`config.mk`:
```
export PLATFORM = sky130hd
export DESIGN_NAME = irq_req_latch
export DESIGN_NICKNAME = d
export VERILOG_FILES = /design/src/rtl/irq_req_latch.sv
export SDC_FILE = /design/constraint.sdc
export NUM_CORES = 1
export LEC_CHECK = 0
export BUFFER_PORTS_ARGS = -buffer_cell sky130_fd_sc_hd__buf_4
export CAP_MARGIN = 40
export CORE_UTILIZATION = 55
export CTS_BUF_LIST = sky130_fd_sc_hd__clkbuf_8
export DETAILED_ROUTE_END_ITERATION = 10
export HOLD_SLACK_MARGIN = 0.02
export PLACE_DENSITY = 0.93
export SYNTH_ARGS = -nofsm -noshare
export SYNTH_HDL_FRONTEND = slang
export SYNTH_SLANG_ARGS = --single-unit
```
`constraint.sdc`:
```
create_clock -name clk -period 2.45 [get_ports clk]
set_clock_uncertainty 0.2 [all_clocks]
set_input_delay 0.3675 -clock clk [delete_from_list [all_inputs] [get_ports clk]]
set_output_delay 0.3675 -clock clk [all_outputs]
set_load 0.01 [all_outputs]
```
`src/rtl/irq_req_latch.sv`:
```
module irq_req_latch #(
  parameter int LINES = 8,
  parameter logic [LINES-1:0] WR_MASK = LINES'(8'hF8),
  localparam int IW = $clog2(LINES)
) (
  input  logic             clk,
  input  logic             rst_n,
  input  logic             init_clr,
  input  logic [LINES-1:0] req_in,
  input  logic             trig_wr_en,
  input  logic [LINES-1:0] trig_wr_data,
  output logic [LINES-1:0] trig_rd_data,
  input  logic             ack_valid,
  input  logic [IW-1:0]    ack_line,
  output logic [LINES-1:0] req_vec
);

  logic [LINES-1:0] sync1, samp, prev, trig, req, ack_hit, rise, req_nxt;

  assign ack_hit = ack_valid ? (LINES'(1) << ack_line) : '0;
  assign rise    = samp & ~prev;
  assign req_nxt = (trig & samp) | (~trig & ((req & ~ack_hit) | rise));

  always_ff @(posedge clk or negedge rst_n) begin
    if (!rst_n) begin
      sync1 <= '0;
      samp  <= '0;
      prev  <= '0;
      trig  <= '0;
      req   <= '0;
    end else begin
      sync1 <= req_in;
      samp  <= sync1;
      if (trig_wr_en) trig <= trig_wr_data & WR_MASK;
      if (init_clr) begin
        req  <= '0;
        prev <= '0;
      end else begin
        req  <= req_nxt;
        prev <= samp;
      end
    end
  end

  assign req_vec      = req;
  assign trig_rd_data = trig;

  // level lines mirror the previous sample
  p_level_follow_r1: assert property (@(posedge clk) disable iff (!rst_n)
    !init_clr |=> ((req & $past(trig)) == ($past(samp) & $past(trig))));

  // rising sample on an edge line is latched
  p_edge_set_r2: assert property (@(posedge clk) disable iff (!rst_n)
    !init_clr |=> (($past(rise & ~trig) & ~req) == '0));

  // edge request held without acknowledge
  p_edge_hold_r3: assert property (@(posedge clk) disable iff (!rst_n)
    !init_clr |=> (($past(req & ~trig & ~ack_hit) & ~req) == '0));

  // previous level tracks every sample
  p_prev_track_r4: assert property (@(posedge clk) disable iff (!rst_n)
    !init_clr |=> (prev == $past(samp)));

  // acknowledged edge line without fresh rise is cleared
  p_ack_clear_r5: assert property (@(posedge clk) disable iff (!rst_n)
    !init_clr |=> (($past(ack_hit & ~trig & ~rise) & req) == '0));

  // stored mode never holds fixed-edge bits
  p_trig_mask_r7: assert property (@(posedge clk) disable iff (!rst_n)
    trig_wr_en |=> (trig_rd_data == ($past(trig_wr_data) & WR_MASK)));

  // initialization clears state
  p_init_r8: assert property (@(posedge clk) disable iff (!rst_n)
    init_clr |=> (req == '0 && prev == '0));

endmodule

```
== Yosys cells after proc, flatten, opt, wreduce, memory -nomap -nowiden ==
Index checks and enable logic that the tools add are counted.

* Shifts and indexed selects: 1
* Muxes and demuxes: 3
* Bitwise operators: 9

{| class="wikitable"
|+ Operators with widths
! kind !! number
|-
| $and A8 B8 Y8 || 4
|-
| $mux W8 || 3
|-
| $not A8 Y8 || 3
|-
| $or A8 B8 Y8 || 2
|-
| $shl A1 B3 Y8 const A || 1
|}

* Logic and storage cells: 18
* Output and inout port bits: 16
* Input bits: 24
* Register bits: 37

== Depth between registers and ports, before layout ==
Gate-level depths: netlist (run 1).

* Word-level depth: 8
* Gate-level depth with buffers: 3
* Depth with buffers taken out: 2

== Least setup slack after synthesis (run 1) ==
No wires, ideal clock.

* Path kind: input-to-reg
* From: input port ack_line[2]
* To: register req[0] (netlist: req_vec[0])
* Data arrival time: 1.123 ns
* Buffers on the path: 0
* Data required time: 2.128 ns
* Setup slack: 1.005 ns
* Library setup time: 0.122 ns
* Cell stages on the path: 2
* Path through: or4b_1 > a32o_1

* Cells in the longest elaborated chain, start to end: 8

{| class="wikitable"
|+ RTL lines
! what !! line !! source
|-
| start: declaration || 14 || <nowiki>input logic [IW-1:0] ack_line,</nowiki>
|-
| $shl A1 B3 Y8 || 20 || <nowiki>assign ack_hit = ack_valid ? (LINES'(1) << ack_line) : '0;</nowiki>
|-
| $mux W8 || 20 ||
|-
| $not A8 Y8 || 22 || <nowiki>assign req_nxt = (trig & samp) | (~trig & ((req & ~ack_hit) | rise));</nowiki>
|-
| $and A8 B8 Y8 || 22 ||
|-
| $or A8 B8 Y8 || 22 ||
|-
| $and A8 B8 Y8 || 22 ||
|-
| $or A8 B8 Y8 || 22 ||
|-
| $mux W8 || 35 || <nowiki>if (init_clr) begin</nowiki>
|-
| end signal: assignment || 39 || <nowiki>req <= req_nxt;</nowiki>
|-
| end: declaration || 18 || <nowiki>logic [LINES-1:0] sync1, samp, prev, trig, req, ack_hit, rise, req_nxt;</nowiki>
|}

Every way passes these cells.
A chain may end at the register's enable or synchronous reset.

== Worst setup path after layout (run 1) ==
* From: register trig[5] (netlist: trig_rd_data[5])
* To: output port trig_rd_data[5]

{| class="wikitable"
|+ RTL lines
! what !! line !! source
|-
| start: declaration || 18 ||
|-
| start signal: assignment || 34 || <nowiki>if (trig_wr_en) trig <= trig_wr_data & WR_MASK;</nowiki>
|-
| end: declaration || 12 || <nowiki>output logic [LINES-1:0] trig_rd_data,</nowiki>
|}

No word-level cell between the ends.

==> results of run 1 <==
==> routing by layer <==
metal	GRT usage, %	wire length (µm)	vias up	share of wire, %
met5	0	0	-	0
met2	32.2	1130	24	52
met1	26.2	907	399	42
met4	12.0	38	0	1.7
li1	-	-	385	-
met3	7.88	101	6	4.6
==> cells in the final DEF (no fill, tap or decap), types with 2 or more instances in the layout <==
master / count
conb_1: 3
a32o_1: 8
dlygate4sd3_1: 9
nand2b_1: 5
nor2b_1: 8
inv_1: 5
nand4b_1: 3
nor2_1: 5
dfrtp_1: 37
mux2_2: 5
buf_4: 33
clkbuf_8: 5
nand4bb_1: 3
clkinv_2: 2
==> power groups by stage <==
stage / combinational (mW) / sequential, mW / clock [mW]
floorplan: 0.0449 / 0.687 / 0
global placement: 0.126 / 0.679 / 0
detailed placement: 0.131 / 0.683 / 0
CTS: 0.143 / 0.671 / 0.393
global route: 0.154 / 0.675 / 0.428
finish: 0.141 / 0.671 / 0.382
==> cell type report <==
class / instances / area share (%)
timing repair buffer: 42 / 19.6
clock inverter: 3 / 0.800
clock buffer: 5 / 4.00
multi-input combinational: 42 / 18.8
tap: 28 / 2.04
inverter: 4 / 0.873
sequential: 37 / 53.8
==> synthesized netlist by cell type <==
master / n / share of area [%]
a32o_1: 8 / 6.2
buf_2: 1 / 0.39
buf_4: 3 / 1.8
conb_1: 1 / 0.29
dfrtp_1: 37 / 72
inv_1: 4 / 1.2
mux2_2: 5 / 4.4
nand2b_1: 5 / 2.4
nand4_1: 1 / 0.49
nand4b_1: 3 / 2.0
nand4bb_1: 3 / 2.6
nor2_1: 5 / 1.5
nor2b_1: 8 / 3.9
or4b_1: 1 / 0.78
==> logic make-up (layout without fill, tap and decap cells) <==
family	Yosys count	count (layout)
compound gates	8	8
buf+inv	8	54
flops	37	37
mux	5	5
other cells	1	3
simple gates	26	26
==> metrics by stage <==
stage / cell area, µm² / hold slack, ps / setup WS [ps] / utilization (%)
2_1_floorplan: 1290 / -128 / 1010 / -
3_3_place_gp: 1550 / 132 / 860 / 70.0
3_5_place_dp: 1550 / 136 / 857 / 70.0
4_1_cts: 1720 / 118 / 1020 / 77.8
5_1_grt: 1720 / 109 / 995 / 77.8
6_report: 1720 / 125 / 1030 / 77.8
==> path summary, 6_finish.rpt <==
| kind | from | endpoint | cells after the start | slack (ps) |
|---|---|---|---|---|
| setup / recovery | trig_rd_data[5] | trig_rd_data[5] | 1 | 1030 |
| hold / removal | trig_wr_data[7] | trig_rd_data[7] | 2 | 120 |
| setup reg to reg | trig_rd_data[5] | req_vec[5] | 2 | 1380 |
| hold reg to reg | sync1[4] | samp[4] | 0 | 150 |
| max in group asynchronous | rst_n | samp[1] | 2 | 1360 |
| min in group asynchronous | rst_n | trig_rd_data[3] | 2 | 380 |
==> sequential cells by signal, indices dropped and copies added (netlist names) <==
signal        cells
sync1             8
samp              8
req_vec           8
prev              8
trig_rd_data      5
==> results.md, run 1 <==
- Req. time, crit path: approximately 1900 ps
- Synth Instances: between 80 and 90
- Ant. Diodes: 0
- Routed vias/inst: 5.06
- Share of the yosys chip area belonging to registers: between 70 and 80%
- Detailed Routing Iterations Pass 1: 3
- Vias in the first global route: 823
- Combinational Power Share: 11.8%
- Reg power frac: 56.2%
- Lkg Pwr: 0.806 nW
- Max rail drop VDD: 0.000636 V
- Clock network power share: about a third
- Power per cell area: approximately 700 nW/µm²
- Slowest stage cell on the critical path: dfrtp_1
- Number of clock sinks: 37
- Starting density of the core: 58.1%
- Synth Area in XOR/XNOR: 0%
- Sw Pwr: 0.270 mW
- Fin nets: around 160
- CP Capture Type: output port
- Clock root buffer: clkbuf_8
- All-Layer GR Usage: between 20% and 30%
- Layout cells sized above 1: 33.8%
- Fin crit period: 1420 ps
- Rows: 17
- DRC Markers: 0
- Synth Area in Adders: 0%
- Sw Ratio: between 20 and 25%
- Worst min-delay path category: in -> reg
- Die Span X: about 50 µm
- Mean routed wirelength per cell: around 14 µm
- Crit share post-route: between 50% and 60%
- Finished Layout Cells: between 150 and 200
- Max Fanout on Critical Path: 4
- Worst-case clock buffer depth: 2
- Simple-Gate Fraction of Synth Area: ~14%
- Endpoints failing hold: 0
- Critical Path Max Stage Delay: around 420 ps
- Die height: ~50 µm
- Antenna violations before repair: 0
- Final wirelength: 2180 µm
- Post-CTS Repair Setup Buffers: 0
- Area Overhead vs Synth: 33.9%
- Largest net degree at the start of global routing: 38
- Grt ovf: 0
- Worst skew pair latency: roughly 280 ps
- Tot Pwr: about 1.2 mW
- Top Ports: 40
- CTS buffer count: 5
- WP buf/inv: 1
- Number of synthesized register bits: 37
- Cts hold-fix bufs: 9
- Area of the multi-input gates: between 300 and 400 µm²
- Setup TNS: 0 ps
- First-pass GRT wire length: approximately 3700 µm
- Power Internal: approximately 0.92 mW
- Placeable core region: ~2200 µm²
- Largest family of logic cells by synthesized area: simple AND/OR/NAND/NOR gates
- CTS tree: done
- Worst-path clk slew: about 60 ps
- Cells along the critical path: buf_4
- Die area: between 2000 and 3000 µm²
- Multiplexer share of the synthesized area: under 10%
- RePlAce Congestion: around 0.68
- YS warnings: 0
- Slew Limit Fails: 0
- Post-synthesis cell type count: 14
- Crit Path Category: reg -> out
- Worst Setup Start Kind: flip-flop
- Reg area: 926 µm²
- Top cell family by delay on the critical path: flip-flops
- Routed vias: slightly above 800
- Htree depth: 2
- Status: completed
- Layout fillers: 143
- DRT antenna net count: 0
- Peak Freq: about 710 MHz
- CP arrival: around 850 ps
- RSZ-0062 raised after global routing: false
- IO Port Bufs: 33
- Final Setup Violations: 0
- PostCTS Resize Cnt: 0
- Syn Area/Cell: ~15 µm²
- Number of max-cap violations: 0
- Post-synthesis compound-gate area fraction: around 6.2%
- Placed insts: around 140
- Cell Area, Synth: around 1300 µm²
- Initial DRC count: 12
(Power assumes the default switching activity.)
==> run 2: changes to the inputs <==
--- a/config.mk
+++ b/config.mk
@@ -7,11 +7,11 @@
 export LEC_CHECK = 0
 export BUFFER_PORTS_ARGS = -buffer_cell sky130_fd_sc_hd__buf_4
 export CAP_MARGIN = 40
-export CORE_UTILIZATION = 55
+export CORE_UTILIZATION = 47
 export CTS_BUF_LIST = sky130_fd_sc_hd__clkbuf_8
 export DETAILED_ROUTE_END_ITERATION = 10
 export HOLD_SLACK_MARGIN = 0.02
-export PLACE_DENSITY = 0.93
+export PLACE_DENSITY = 0.85
 export SYNTH_ARGS = -nofsm -noshare
 export SYNTH_HDL_FRONTEND = slang
 export SYNTH_SLANG_ARGS = --single-unit
==> constraint.sdc (replaced) <==
create_clock -name clk -period 1.3 [get_ports clk]
set_clock_uncertainty 0.2 [all_clocks]
set_input_delay 0.195 -clock clk [delete_from_list [all_inputs] [get_ports clk]]
set_output_delay 0.195 -clock clk [all_outputs]
set_load 0.01 [all_outputs]
==> run 2 against run 1 <==
Compared with the run above: flip-flop and latch count is the same; global-route usage down 0.47 points; clock-buffer cell count grew 1; register-to-register slack lost 1200 ps; final cell count rose by 8.1%; sequential share of layout area is 4.1 points lower; utilization is 4.0 points lower; non-clock buffer count increased by 11; design area increased by 8.1%; via count grew 6.3%; worst hold slack lost 43 ps; critical path depth grew 3; highest routed layer unchanged.
==> results.md, run 2 (synthesized netlist as in run 1, its figures left out) <==
- All-Layer GR Usage: just over 20%
- Hold path endpoint: req_vec[0]
- Final Util: 73.8%
- Sw Ratio: roughly a fifth
- Worst reg2reg startpoint: trig_rd_data[6]
- Final Setup Violations: 0
- Detailed Routing Iterations Pass 1: 4
- Req. time, crit path: 1270 ps
- Max Fanout on Critical Path: 14
- Power per cell area: ~1400 nW/µm²
- Area Overhead vs Synth: 44.8%
- Initial DRC count: 21
- Endpoints failing hold: 0
- Layout fillers: 172
- Cells along the critical path: dlygate4sd3_1 > buf_6 > nor2_1 > a32o_1
- Worst min-delay path category: in -> reg
- Reg power frac: between 40% and 50%
- Final wirelength: roughly 2600 µm
- Placed insts: 150
- Worst Setup Start Kind: primary input
- Layout cells sized above 1: between 30% and 40%
- Die height: around 54 µm
- Finished Layout Cells: approximately 170
- Die area: 2950 µm²
- Crit share post-route: between 90% and 100%
- CTS tree: done
- Combinational Power Share: about an eighth
- Post-route setup slack: around 33 ps
- DRC Markers: 0
- Lkg Pwr: 0.869 nW
- Worst slack, placed: -113 ps
- Worst-case clock buffer depth: 2
- R2R cell count: 2
- Number of max-cap violations: 0
- Die Span X: 54.3 µm
- R2r endpoint: req_vec[6]
- Critical Path Max Stage Delay: around 540 ps
- Worst Hold Depth: 3
- Htree depth: 2
- Leading cell types in the layout, fill and taps excluded: dfrtp_1, buf_4, dlygate4sd3_1
- Slowest stage cell on the critical path: dlygate4sd3_1
- Max rail drop VDD: 0.00124 V
- First-pass GRT wire length: about 3900 µm
- Detail Placement HPWL: between 1500 and 2000 µm
- RePlAce Congestion: between 0.8 and 0.9
- Fin crit period: 1270 ps
- Post-CTS Repair Setup Buffers: 0
- Number of clock sinks: 37
- Largest net degree at the start of global routing: 38
- Peak Freq: ~790 MHz
- Worst skew pair latency: about 280 ps
- R2r setup slk: ~200 ps
- Ant. Diodes: 0
- Starting density of the core: roughly 51%
- Mean routed wirelength per cell: roughly 15 µm
- Routed vias: 865
- Antenna violations before repair: 0
- Fin nets: roughly 170
- Worst-path clk slew: ~70 ps
- Crit Path Category: in -> reg
- Clock network power share: between 30% and 40%
- Rows: 18
- Tot Pwr: ~2.6 mW
- Top Ports: 40
- DRT antenna net count: 0
- Routed vias/inst: between 4 and 5
- Status: completed
- Sw Pwr: 0.542 mW
- CTS buffer count: 5
- CP Capture Type: flip-flop
- Commonest non-fill, non-tap cell in the layout: dfrtp_1
- RSZ-0062 raised after global routing: false
- Placeable core region: approximately 2500 µm²
- Grt ovf: 0
- Slew Limit Fails: 0
- Vias in the first global route: just under 900
- Power Internal: 2.02 mW
- Clock root buffer: clkbuf_8
- CP arrival: around 1200 ps
- IO Port Bufs: 33
- Hold_sp: ack_line[1]
-- run 2: changes by cell type in the layout (fill, tap and decap cells not counted) --
cell	delta
dlygate4sd3_1	+7
buf_4	+3
clkinv_2	-2
buf_6	+1
bufinv_16	+1
clkbuf_8	+1
-- run 2: per-layer routing --
layer / share of wire, % / GRT usage, % / vias to the layer above
li1: - / - / 407
met1: 41 / 22.9 / 416
met2: 53 / 35.6 / 35
met3: 4.3 / 7.78 / 7
met4: 2.0 / 8.97 / 0
met5: 0 / 0 / -
-- run 2: area by class of cell --
class | instances | area [µm²] | area share [%]
multi-input combinational | 42 | 324 | 17.4
sequential | 37 | 926 | 49.8
tap | 30 | 37.5 | 2.02
clock inverter | 2 | 33.8 | 1.82
clock buffer | 6 | 82.6 | 4.44
inverter | 4 | 15.0 | 0.807
timing repair buffer | 53 | 442 | 23.7
-- run 2: power by group through the flow --
stage                     Clock, mW  Sequential, mW  Combinational [mW]
after floorplan                   0            1.30              0.0845
after global placement            0            1.28               0.248
after detailed placement          0            1.29               0.258
after CTS                     0.999            1.27               0.297
after global routing           1.06            1.28               0.327
final                         0.995            1.27               0.299
-- run 2: through the flow --
step	hold WS (ps)	TNS [ps]	area, µm²
2_1_floorplan	-301	0	1290
3_3_place_gp	-40.0	-101	1580
6_report	81.9	0	1860
5_1_grt	81.4	0	1860
4_1_cts	70.4	0	1860
3_5_place_dp	-28.8	-113	1580
-- run 2: worst max-delay path: cells and delay by family --
family	cells	cell delay, ps
buffers and inverters	2	700
AO/OA/AOI/OAI	1	260
AND/OR/NAND/NOR	1	80
-- run 2: worst max path at each step --
stage | from | cells past startpoint | to | slack [ps]
floorplan | ack_line[2] | 2 | req_vec[0] | 30
global placement | ack_line[2] | 3 | req_vec[0] | -100
detailed placement | ack_line[2] | 3 | req_vec[0] | -110
CTS | init_clr | 4 | req_vec[1] | 20
global route | trig_rd_data[7] | 1 | trig_rd_data[7] | 1
finish | init_clr | 4 | req_vec[6] | 30
-- run 2: timing repair --
action                     CTS  global route
resized for setup            0             1
setup endpoints to repair    0             4
hold endpoints to repair    57             0
hold buffers                16             0
